## config.mk

```make
export PLATFORM = sky130hd
export DESIGN_NAME = irq_latch_top
export DESIGN_NICKNAME = d
export VERILOG_FILES = /design/src/rtl/irq_latch_pkg.sv /design/src/rtl/irq_latch_ctrl.sv /design/src/rtl/irq_latch_dp.sv /design/src/rtl/irq_latch_top.sv
export SDC_FILE = /design/constraint.sdc
export NUM_CORES = 1
export LEC_CHECK = 0
export BUFFER_PORTS_ARGS = -buffer_cell sky130_fd_sc_hd__buf_4
export CAP_MARGIN = 20
export CORE_MARGIN = 3
export CORE_UTILIZATION = 47
export DETAILED_ROUTE_END_ITERATION = 8
export PLACE_DENSITY = 0.88
export SLEW_MARGIN = 20
export SYNTH_ARGS = -nofsm -noshare
export SYNTH_HDL_FRONTEND = slang
export SYNTH_HIERARCHICAL = 1
export SYNTH_SLANG_ARGS = --single-unit
```

## constraint.sdc

```tcl
create_clock -name clk -period 1.9 [get_ports clk]
set_input_delay 0.095 -clock clk [delete_from_list [all_inputs] [get_ports clk]]
set_output_delay 0.095 -clock clk [all_outputs]
set_load 0.01 [all_outputs]
```

## src/rtl/irq_latch_pkg.sv

```systemverilog
package irq_latch_pkg;

  localparam int ADDR_W = 2;

  typedef enum logic [ADDR_W-1:0] {
    SEL_STATUS = 2'd0,
    SEL_MASK   = 2'd1,
    SEL_SENSE  = 2'd2,
    SEL_NONE   = 2'd3
  } regSel_e;

  typedef struct packed {
    logic    clrStatus;
    logic    loadMask;
    regSel_e rdSel;
  } ctlStrobe_t;

endpackage

```

## src/rtl/irq_latch_ctrl.sv

```systemverilog
module irq_latch_ctrl
  import irq_latch_pkg::*;
(
  input  logic [ADDR_W-1:0] regAddr,
  input  logic              regWrEn,
  output ctlStrobe_t        strobe
);

  regSel_e addrSel;

  always_comb begin
    addrSel = regSel_e'(regAddr);
    strobe.clrStatus = regWrEn && (addrSel == SEL_STATUS);
    strobe.loadMask  = regWrEn && (addrSel == SEL_MASK);
    strobe.rdSel     = addrSel;
  end

endmodule

```

## src/rtl/irq_latch_dp.sv

```systemverilog
module irq_latch_dp
  import irq_latch_pkg::*;
#(
  parameter int NUM_SRC  = 16,
  parameter int BOOT_SRC = 5
) (
  input  logic               clk,
  input  logic               rst_n,
  input  ctlStrobe_t         strobe,
  input  logic [NUM_SRC-1:0] wrData,
  input  logic [NUM_SRC-1:0] evtPulse,
  input  logic [NUM_SRC-1:0] senseLvl,
  output logic [NUM_SRC-1:0] rdData,
  output logic               irqReq
);

  localparam logic [NUM_SRC-1:0] BOOT_BIT = NUM_SRC'(1) << BOOT_SRC;
  localparam logic [NUM_SRC-1:0] MASK_RST = ~BOOT_BIT;

  logic [NUM_SRC-1:0] statusQ, statusNext;
  logic [NUM_SRC-1:0] maskQ, maskNext;
  logic [NUM_SRC-1:0] clrVec;
  logic [NUM_SRC-1:0] pendNext;

  assign clrVec   = strobe.clrStatus ? wrData : '0;
  assign maskNext = strobe.loadMask ? wrData : maskQ;

  // Per-source latch: an event outranks a clear on the same bit.
  for (genvar i = 0; i < NUM_SRC; i++) begin : g_src
    always_comb begin
      statusNext[i] = (statusQ[i] && !clrVec[i]) || evtPulse[i];
      pendNext[i]   = statusNext[i] && !maskNext[i];
    end
  end

  always_ff @(posedge clk or negedge rst_n) begin
    if (!rst_n) begin
      statusQ <= '0;
      maskQ   <= MASK_RST;
      irqReq  <= 1'b0;
    end else begin
      statusQ <= statusNext;
      maskQ   <= maskNext;
      irqReq  <= |pendNext;
    end
  end

  always_comb begin
    unique case (strobe.rdSel)
      SEL_STATUS: rdData = statusQ;
      SEL_MASK:   rdData = maskQ;
      SEL_SENSE:  rdData = senseLvl;
      default:    rdData = '0;
    endcase
  end

  // a pulsed bit reads as set after the edge
  assert_latch_R2: assert property (@(posedge clk) disable iff (!rst_n)
    (|evtPulse) |=> ((statusQ & $past(evtPulse)) == $past(evtPulse)));

  // cleared bits without a competing event drop to 0
  assert_w1c_R3: assert property (@(posedge clk) disable iff (!rst_n)
    ((clrVec & ~evtPulse) != '0) |=> ((statusQ & $past(clrVec & ~evtPulse)) == '0));

  // bits neither cleared nor pulsed keep their value
  assert_hold_R3: assert property (@(posedge clk) disable iff (!rst_n)
    (!(|(clrVec | evtPulse))) |=> (statusQ == $past(statusQ)));

  // an event wins against a clear on the same bit
  assert_race_R4: assert property (@(posedge clk) disable iff (!rst_n)
    ((clrVec & evtPulse) != '0) |=> ((statusQ & $past(clrVec & evtPulse)) == $past(clrVec & evtPulse)));

  // the request never rises without a latched, unmasked bit
  assert_req_source_R5: assert property (@(posedge clk) disable iff (!rst_n)
    irqReq |-> (|(statusQ & ~maskQ)));

  // an unmasked event keeps or raises the request
  assert_req_held_R8: assert property (@(posedge clk) disable iff (!rst_n)
    ((|(evtPulse & ~maskQ)) && !strobe.loadMask) |=> irqReq);

  // a mask write loads the whole word
  assert_mask_load_R11: assert property (@(posedge clk) disable iff (!rst_n)
    strobe.loadMask |=> (maskQ == $past(wrData)));

endmodule

```

## src/rtl/irq_latch_top.sv

```systemverilog
module irq_latch_top
  import irq_latch_pkg::*;
#(
  parameter int NUM_SRC  = 16,
  parameter int BOOT_SRC = 5
) (
  input  logic               clk,
  input  logic               rst_n,
  input  logic [NUM_SRC-1:0] evtPulse,
  input  logic [NUM_SRC-1:0] senseLvl,
  input  logic [ADDR_W-1:0]  regAddr,
  input  logic               regWrEn,
  input  logic [NUM_SRC-1:0] regWrData,
  output logic [NUM_SRC-1:0] regRdData,
  output logic               irqReq
);

  ctlStrobe_t strobe;

  irq_latch_ctrl ctrl_i (
    .regAddr (regAddr),
    .regWrEn (regWrEn),
    .strobe  (strobe)
  );

  irq_latch_dp #(
    .NUM_SRC  (NUM_SRC),
    .BOOT_SRC (BOOT_SRC)
  ) dp_i (
    .clk      (clk),
    .rst_n    (rst_n),
    .strobe   (strobe),
    .wrData   (regWrData),
    .evtPulse (evtPulse),
    .senseLvl (senseLvl),
    .rdData   (regRdData),
    .irqReq   (irqReq)
  );

endmodule

```

==> results of run 1 <==
## layout by cell type, fill, tap and decap left out, types with 2 or more instances in the layout
| cell | synthesis | final |
|---|---|---|
| a21o_1 | 13 | 13 |
| inv_1 | 16 | 16 |
| clkbuf_8 | 0 | 6 |
| nand4_1 | 2 | 2 |
| dlygate4sd3_1 | 0 | 3 |
| nand2_1 | 45 | 45 |
| o221ai_1 | 13 | 13 |
| dfstp_2 | 15 | 15 |
| buf_12 | 0 | 2 |
| a21oi_1 | 2 | 2 |
| nor2b_1 | 14 | 14 |
| mux2i_1 | 16 | 16 |
| o21ai_0 | 42 | 42 |
| dfrtp_1 | 18 | 18 |
| buf_4 | 3 | 74 |
| mux2_2 | 2 | 2 |
## power by group
group,switching (mW),total [mW],internal [mW]
clock network,0.237,0.524,0.287
logic,0.217,0.460,0.243
registers,0.0387,0.852,0.814
total,0.492,1.84,1.34
## kinds of logic (layout without fill, tap and decap cells)
| group | count (synthesis) | after routing | synth area share [%] |
|---|---|---|---|
| buffers and inverters | 32 | 102 | 7.46 |
| DFF | 33 | 33 | 43.4 |
| and+or+nand+nor | 65 | 65 | 15.6 |
| AOI/OAI and AO/OA | 73 | 73 | 23.6 |
| muxes | 19 | 19 | 9.97 |
## flip-flops by register name, summed over array words and instances, names as in the netlist
name / flops
dp_i/maskQ: 16
dp_i/irqReq: 1
dp_i/statusQ: 16
## path summary, 6_finish.rpt
check | from | end | slack (ps) | cells after the start
min in group asynchronous | rst_n | dp_i/statusQ[13] | 280 | 2
min reg2reg | dp_i/statusQ[3] | dp_i/statusQ[3] | 490 | 2
max | dp_i/maskQ[7] | dp_i/irqReq | 300 | 4
max in group asynchronous | rst_n | dp_i/maskQ[11] | 1280 | 2
max reg2reg | dp_i/maskQ[7] | dp_i/irqReq | 300 | 4
min | evtPulse[15] | dp_i/statusQ[15] | 10 | 3
## tightest hold or removal path, stage by stage
cell and delay, ps:
buf_4 80, a21oi_1 40, inv_1 50
## timing repair
action	CTS	global route
setup buffers	0	0
hold buffers	3	0
hold endpoints to repair	20	0
## routing by layer
layer  vias to the layer above  track usage, %  share of wire (%)
li1                        912               -                  -
met3                         6            5.47                5.9
met1                       852            25.3                 43
met2                        63            34.3                 50
met5                         -               0                  0
met4                         0            5.11               0.90
## cells in the mapped netlist (2+ instances only)
library cell / number / area (um2)
nand2_1: 45 / 169
o21ai_0: 42 / 210
dfrtp_1: 18 / 450
inv_1: 16 / 60.1
mux2i_1: 16 / 160
dfstp_2: 15 / 394
nor2b_1: 14 / 87.6
a21o_1: 13 / 97.6
o221ai_1: 13 / 114
clkbuf_1: 7 / 26.3
buf_2: 5 / 25.0
buf_4: 3 / 22.5
a21oi_1: 2 / 10.0
mux2_2: 2 / 22.5
nand4_1: 2 / 12.5
## per-stage QoR
stage / instances / power [mW]
floorplan: 222 / 1.09
global placement: 330 / 1.31
detailed placement: 330 / 1.32
CTS: 340 / 1.85
global route: 340 / 1.94
finish: 340 / 1.84
## layout make-up
type	count	area [um2]
well taps	48	60.1
repair buffers	79	626
multi-input cells	157	955
clock buffers	7	86.3
flip-flops and latches	33	845
fillers	308	1190
inverters	16	60.1
==> impl_metrics.json, run 1 <==
{
  "finalCriticalPeriod_ps": 1600,
  "post_route_cells_drive_above_1_share_pct": 34.6,
  "hp-class": "primary input to flip-flop",
  "final_area_um2": 2630,
  "post-place-ws_ps": 42.5,
  "port_buffers": 69,
  "slowest_stage": "dfstp_2",
  "netlist_area_um2": 1940,
  "post_cts_resized": 0,
  "syn-num-nets": 275,
  "yosysWarnings": 6,
  "pin_count": 70,
  "fmax_mhz": 624,
  "synth_cell_types": 24,
  "start_kind": "flip-flop",
  "synth_seq_area_share_pct": 43.4,
  "globalRouteOverflowTotal": 0,
  "max_stage_delay_ps": 530,
  "cts-root-buf": "clkbuf_8",
  "worstPathArrival_ps": 1760,
  "grt_max_degree": 54,
  "dieArea_um2": 4940,
  "rsz0062_at_grt": "false",
  "final_max_slew_viol_count": 0,
  "initial_core_util_pct": 50.8,
  "viasPerCell": 5.39,
  "drt_first_pass_iters": 5,
  "status": "complete, no violations",
  "maxCapViolations": 0,
  "diodes": 0,
  "required_ps": 2060,
  "tns_ps": 0,
  "cts_tree": "built",
  "dpl_cell_area_um2": 2510,
  "hold-worst-slack_ps": 12.8,
  "synth_edf_count": 0,
  "antenna_left": 0,
  "clock-sinks": 33,
  "synth_cells": 222,
  "async_flop_share_pct": 100,
  "synth-seq-cells": 33,
  "htree_levels": 2,
  "setup_slack_ps": 298,
  "grt_pass1_wl_um": 7910,
  "syn_to_final_growth_pct": 35.3,
  "path_max_fanout": 2,
  "antenna_found_initial": 0,
  "clk_pin_slew_worst_paths_ps": 60,
  "vias": 1833,
  "crit_family": "simple AND/OR/NAND/NOR gates",
  "drcViolationCount": 0,
  "crit_chain": "mux2_1 > o22a_1 > nand3_1 > or4_1",
  "gp_congestion": 0.793,
  "cp-end-kind": "flip-flop",
  "synth.avg_cell_area_um2": 8.76,
  "hpwl_um": 3650,
  "synth_ff_type": "dfrtp_1",
  "cts_buffer_depth": 2,
  "peakVddDrop_uv": 511,
  "power_leakage_nw": 1.13,
  "powerDensity_nw_per_um2": 698,
  "final_nets": 345,
  "num_rows": 22,
  "tightest_slew_ps": 413,
  "fin_skew_ps": 3.69,
  "utilization_pct": 68.8,
  "hold_viol": 0,
  "slew_headroom_pct": 72.5,
  "fin_crit_sh_pct": 84.3,
  "worstSkewPairLatency_ps": 280,
  "chipHeight_um": 70.3,
  "die_w_um": 70.3,
  "worstSetupPathType": "flip-flop to flip-flop",
  "cp_num_buf_inv": 0,
  "gr-usage-all-layers_pct": 20.2,
  "setup_viol": 0,
  "wl_um": 4880,
  "cts_buffers": 5,
  "wl_per_cell_um": 14.4,
  "first_iter_violations": 156,
  "core_area_um2": 3830,
  "grt_pass1_vias": 1715
}
Power figures use the tool's default switching activity.
==> run 2, diff against run 1 <==
--- a/config.mk
+++ b/config.mk
@@ -5,10 +5,11 @@
 export SDC_FILE = /design/constraint.sdc
 export NUM_CORES = 1
 export LEC_CHECK = 0
+export ABC_AREA = 1
 export BUFFER_PORTS_ARGS = -buffer_cell sky130_fd_sc_hd__buf_4
 export CAP_MARGIN = 20
 export CORE_MARGIN = 3
-export CORE_UTILIZATION = 47
+export CORE_UTILIZATION = 45
 export DETAILED_ROUTE_END_ITERATION = 8
 export PLACE_DENSITY = 0.88
 export SLEW_MARGIN = 20
==> constraint.sdc (replaced) <==
create_clock -name clk -period 1.39 [get_ports clk]
set_input_delay 0.0695 -clock clk [delete_from_list [all_inputs] [get_ports clk]]
set_output_delay 0.0695 -clock clk [all_outputs]
set_load 0.01 [all_outputs]
==> run 2 against run 1 <==
Net effect:
- worst hold slack got worse by 3.5 ps
- first-iteration DRC count is 26% lower
- clock-buffer cell count decreased by 1
- register-to-register slack lost 98 ps
- global-route usage down 0.33 points
- total power rose by 37%
- design area increased by 0.52%
- synthesized cell count up 26%
- non-clock buffer count grew 7
==> impl_metrics.json, run 2 <==
{
  "pin_count": 70,
  "hp-class": "primary input to flip-flop",
  "layout_common_cells": "121 x nand2_1, 77 x buf_4, 63 x inv_1, 18 x dfrtp_1, 16 x nand3_1",
  "viasPerCell": 4.65,
  "status": "complete, no violations",
  "tns_ps": 0,
  "grt_max_degree": 34,
  "highest-signal-layer": "met4",
  "htree_levels": 2,
  "synth.most_common_cell": "nand2_1",
  "tightest_slew_ps": 423,
  "synth_cell_types": 15,
  "wl_met3_um": 343,
  "clock-sinks": 33,
  "diodes": 0,
  "vias": 1913,
  "post-place-ws_ps": 45.1,
  "cp-end-kind": "primary output",
  "finalCriticalPeriod_ps": 1290,
  "syn_to_final_growth_pct": 36.2,
  "final_nets": 413,
  "num_rows": 23,
  "gr-usage-all-layers_pct": 19.9,
  "grt_pass1_wl_um": 7980,
  "antenna_found_initial": 0,
  "async_flop_share_pct": 100,
  "drt_first_pass_iters": 4,
  "powerDensity_nw_per_um2": 951,
  "wl_per_cell_um": 12.2,
  "yosysTopAreaCell": "nand2_1",
  "syn-num-nets": 333,
  "synth_simple_gate_area_share_pct": 28.8,
  "fin_crit_sh_pct": 92.7,
  "synth_edf_count": 0,
  "required_ps": 1320,
  "setup_slack_ps": 102,
  "maxCapViolations": 0,
  "port_buffers": 69,
  "core_area_um2": 4090,
  "netlist_area_um2": 1940,
  "power_leakage_nw": 1.51,
  "m1WireLength_um": 2100,
  "fmax_mhz": 776,
  "setup_viol": 0,
  "cts-root-buf": "clkbuf_8",
  "dr_wl_met2_um": 2470,
  "dieArea_um2": 5140,
  "grt_pass1_vias": 1861,
  "fillers": 363,
  "synth_top_family_by_area": "simple AND/OR/NAND/NOR gates",
  "synth_seq_area_share_pct": 43.5,
  "synth_xor_area_share_pct": 0,
  "gp_congestion": 0.777,
  "final_common_cell": "nand2_1",
  "rsz0062_at_grt": "false",
  "globalRouteOverflowTotal": 0,
  "worstSetupPathType": "primary input to primary output",
  "cts_tree": "built",
  "post_route_cells_drive_above_1_share_pct": 28.3,
  "clk_pin_slew_worst_paths_ps": 60,
  "wl_um": 5020,
  "synth-seq-cells": 33,
  "path_max_fanout": 18,
  "antenna_left": 0,
  "worstPathArrival_ps": 1220,
  "cts_buffer_depth": 2,
  "drcViolationCount": 0,
  "synth_top_area_share_pct": 23.4,
  "slew_headroom_pct": 71.8,
  "yosys-top-cells-area": "nand2_1 23%, dfrtp_1 23%, dfstp_2 20%",
  "first_iter_violations": 116,
  "yosysWarnings": 6,
  "peakVddDrop_uv": 495,
  "hold_viol": 0,
  "largestRegisters": "dp_i/maskQ (16), dp_i/statusQ (16), dp_i/irqReq (1)",
  "cts_buffers": 5,
  "synth_ff_type": "dfrtp_1",
  "final_max_slew_viol_count": 0,
  "synth.avg_cell_area_um2": 6.94,
  "synth_compound_area_share_pct": 9.41,
  "synth_cells": 280,
  "start_kind": "primary input",
  "hpwl_um": 3650,
  "synth_common_cells": "121 x nand2_1, 63 x inv_1, 18 x dfrtp_1",
  "fin_skew_ps": 11.1,
  "chipHeight_um": 71.7,
  "worstSkewPairLatency_ps": 280,
  "synthAdderAreaFrac_pct": 0,
  "initial_core_util_pct": 47.5,
  "synth.area.mux_share_pct": 0,
  "die_w_um": 71.7
}
==> run 2: cell count changes after synthesis, moves of 10 or more <==
cell	delta
nand2_1	+76
inv_1	+47
o21ai_0	-42
mux2i_1	-16
nand3_1	+15
o211ai_1	+15
nor2b_1	-14
a21o_1	-13
o221ai_1	-13
o21ai_1	+10
==> run 2: what timing repair did <==
item | in CTS | in global routing
hold endpoints to repair | 25 | 1
hold buffers | 8 | 1
endpoints found under the setup margin | 0 | 1
resized for setup | 0 | 1
setup buffers | 0 | 0
==> run 2: final cells by class <==
type                            count  area (um2)  share of cell area, %
Sequential cell                    33         845                   31.9
Multi-Input combinational cell    170         744                   28.1
Timing Repair Buffer               86         668                   25.3
Inverter                           64         243                   9.18
Clock buffer                        6        72.6                   2.74
Tap cell                           50        62.6                   2.37
Clock inverter                      2        10.0                  0.378
==> run 2: worst max-delay path, cell delays in order <==
cell and delay [ps]:
buf_4 120, buf_4 200, or2_4 300, buf_4 160, o211ai_1 200, buf_4 160
==> run 2: power breakdown <==
group	total [mW]	internal (mW)	switching, mW
clock	0.690	0.347	0.343
combinational	0.699	0.324	0.375
sequential	1.13	1.10	0.0272
==> run 2: logic make-up after synthesis <==
logic type             Yosys count
AND/OR/NAND/NOR                143
AO/OA/AOI/OAI                   27
flip-flops                      33
buffers and inverters           77
==> run 2: through the flow <==
stage	hold WS [ps]	instance area [um2]	power (mW)	util [%]	std cells
after global placement	27.0	2470	1.80	60.4	394
after floorplan	-226	1940	1.53	-	280
after global routing	7.25	2650	2.67	64.7	411
final	9.28	2650	2.51	64.7	411
after detailed placement	36.7	2470	1.82	60.4	394
after CTS	2.93	2630	2.53	64.4	410
==> run 2: layer usage <==
metal | vias to the layer above | GRT usage [%]
li1 | 984 | -
met3 | 12 | 5.61
met4 | 0 | 8.77
met1 | 845 | 24.2
met2 | 72 | 32.8
met5 | - | 0
==> run 2: final timing paths <==
path	start	to	cells after the start	slack [ps]
max	regAddr[1]	regRdData[8]	6	100
min	evtPulse[5]	dp_i/statusQ[5]	3	9
max reg2reg	dp_i/maskQ[14]	dp_i/irqReq	9	200
min reg2reg	dp_i/statusQ[7]	dp_i/statusQ[7]	2	500
max in group asynchronous	rst_n	dp_i/maskQ[6]	2	780
min in group asynchronous	rst_n	dp_i/statusQ[11]	2	260
==> run 3, diff against run 2 <==
--- a/config.mk
+++ b/config.mk
@@ -8,7 +8,6 @@
 export ABC_AREA = 1
 export BUFFER_PORTS_ARGS = -buffer_cell sky130_fd_sc_hd__buf_4
 export CAP_MARGIN = 20
-export CORE_MARGIN = 3
 export CORE_UTILIZATION = 45
 export DETAILED_ROUTE_END_ITERATION = 8
 export PLACE_DENSITY = 0.88
==> run 3 against run 2 <==
Net effect:
- die area decreased by 11%
- fmax increased by 2.9%
- sequential cell count unchanged
- critical endpoint is now regRdData[6]
- highest routed layer unchanged
- sequential share of layout area increased by 0.24 points
- clock skew decreased by 7.7 ps
- worst hold slack got worse by 4.0 ps
- utilization about the same
- wire length decreased by 5.7%
- largest power group unchanged
- non-clock buffer count decreased by 3
- register-to-register slack about the same
- largest cell class unchanged
==> impl_metrics.json, run 3 (synthesis gave the netlist of run 2 again) <==
{
  "largestRegisters": "dp_i/maskQ (16), dp_i/statusQ (16), dp_i/irqReq (1)",
  "first_iter_violations": 134,
  "viasPerCell": 4.68,
  "status": "complete, no violations",
  "gr-usage-met3_pct": 4.39,
  "vias": 1908,
  "hpwl_um": 3580,
  "pin_count": 70,
  "drcViolationCount": 0,
  "chipHeight_um": 67.7,
  "hp-start": "evtPulse[4]",
  "final_common_cell": "nand2_1",
  "path_max_fanout": 2,
  "drt_first_pass_iters": 4,
  "power_leakage_nw": 1.50,
  "initial_core_util_pct": 47.9,
  "diodes": 0,
  "globalRouteOverflowTotal": 0,
  "p_total_mw": 2.49,
  "hold_viol": 0,
  "fin_crit_sh_pct": 90.0,
  "post_cts_resized": 0,
  "critPathLaunch": "dp_i/maskQ[6]",
  "port_buffers": 69,
  "worstPathArrival_ps": 1180,
  "final_nets": 410,
  "final_max_slew_viol_count": 0,
  "dpl_cell_area_um2": 2470,
  "grt_util_met1_pct": 29.2,
  "rsz0062_at_grt": "false",
  "cts_tree": "built",
  "antenna_left": 0,
  "grt_pass1_wl_um": 7970,
  "worstSetupPathType": "flip-flop to primary output",
  "met2_usage_pct": 40.2,
  "core_area_um2": 4060,
  "slew_headroom_pct": 72.1,
  "cp-end-kind": "primary output",
  "start_kind": "flip-flop",
  "dieArea_um2": 4580,
  "gp_congestion": 0.809,
  "fmax_mhz": 799,
  "clock-sinks": 33,
  "wl_per_cell_um": 11.6,
  "required_ps": 1320,
  "tightest_slew_ps": 418,
  "powerDensity_nw_per_um2": 949,
  "worstSkewPairLatency_ps": 280,
  "utilization_pct": 64.7,
  "cts-root-buf": "clkbuf_8",
  "grt_max_degree": 34,
  "peakVddDrop_uv": 581,
  "syn_to_final_growth_pct": 35.2,
  "crit-reg2reg-launch": "dp_i/maskQ[1]",
  "setup_slack_ps": 138,
  "num_rows": 23,
  "final_area_um2": 2630,
  "cts_buffers": 5,
  "setup_viol": 0,
  "clk_pin_slew_worst_paths_ps": 60,
  "layout_common_cells": "121 x nand2_1, 75 x buf_4, 63 x inv_1, 18 x dfrtp_1, 16 x nand3_1",
  "grt_pass1_vias": 1874,
  "finalCriticalPeriod_ps": 1250,
  "tns_ps": 0,
  "fin_skew_ps": 3.42,
  "cts_buffer_depth": 2,
  "antenna_found_initial": 0,
  "gr-usage-all-layers_pct": 23.5,
  "grt_busiest_layer": "met2",
  "hp-class": "primary input to flip-flop",
  "die_w_um": 67.7,
  "post-place-ws_ps": 42.1,
  "htree_levels": 2,
  "maxCapViolations": 0,
  "post_route_cells_drive_above_1_share_pct": 27.4,
  "wl_um": 4730
}
## run 3: area by class of cell
type	instances	area [um2]
multi-input cells	170	742
fillers	348	1430
flip-flops and latches	33	845
repair buffers	83	653
clock buffers	8	80.1
inverters	64	243
well taps	50	62.6
## run 3: timing repair
action | 4_1_cts | 5_1_grt
endpoints found under the hold margin | 24 | 0
hold buffers | 7 | 0
setup buffers | 0 | 0
## run 3: power by group
part           internal [mW]  switching [mW]  total [mW]
Clock                  0.355           0.315       0.670
Combinational          0.321           0.373       0.694
Sequential              1.10          0.0266        1.13
Total                   1.78           0.714        2.49
## run 3: metrics by stage
step / std cells / hold slack (ps)
2_1_floorplan: 280 / -226
4_1_cts: 408 / 0.352
5_1_grt: 408 / 13.1
3_5_place_dp: 393 / 34.0
6_report: 408 / 5.32
3_3_place_gp: 393 / 29.8
## run 3: routing by layer
metal,share of wire [%],vias up
li1,-,985
met1,42,861
met2,51,56
met3,5.5,6
met4,1.0,0
met5,0,-
## run 3: path summary, 6_finish.rpt
| check | slack [ps] | end | depth (start not counted) |
|---|---|---|---|
| max | 140 | regRdData[6] | 3 |
| min | 5 | dp_i/statusQ[4] | 3 |
| max reg2reg | 210 | dp_i/irqReq | 9 |
| min reg2reg | 500 | dp_i/statusQ[11] | 2 |
| max in group asynchronous | 790 | dp_i/maskQ[2] | 2 |
| min in group asynchronous | 260 | dp_i/statusQ[10] | 2 |
## run 3: worst max-delay path, cell delays in order, from the launching register on
cell,delay (ps)
dfstp_2,520
inv_1,50
o211ai_1,190
buf_4,150
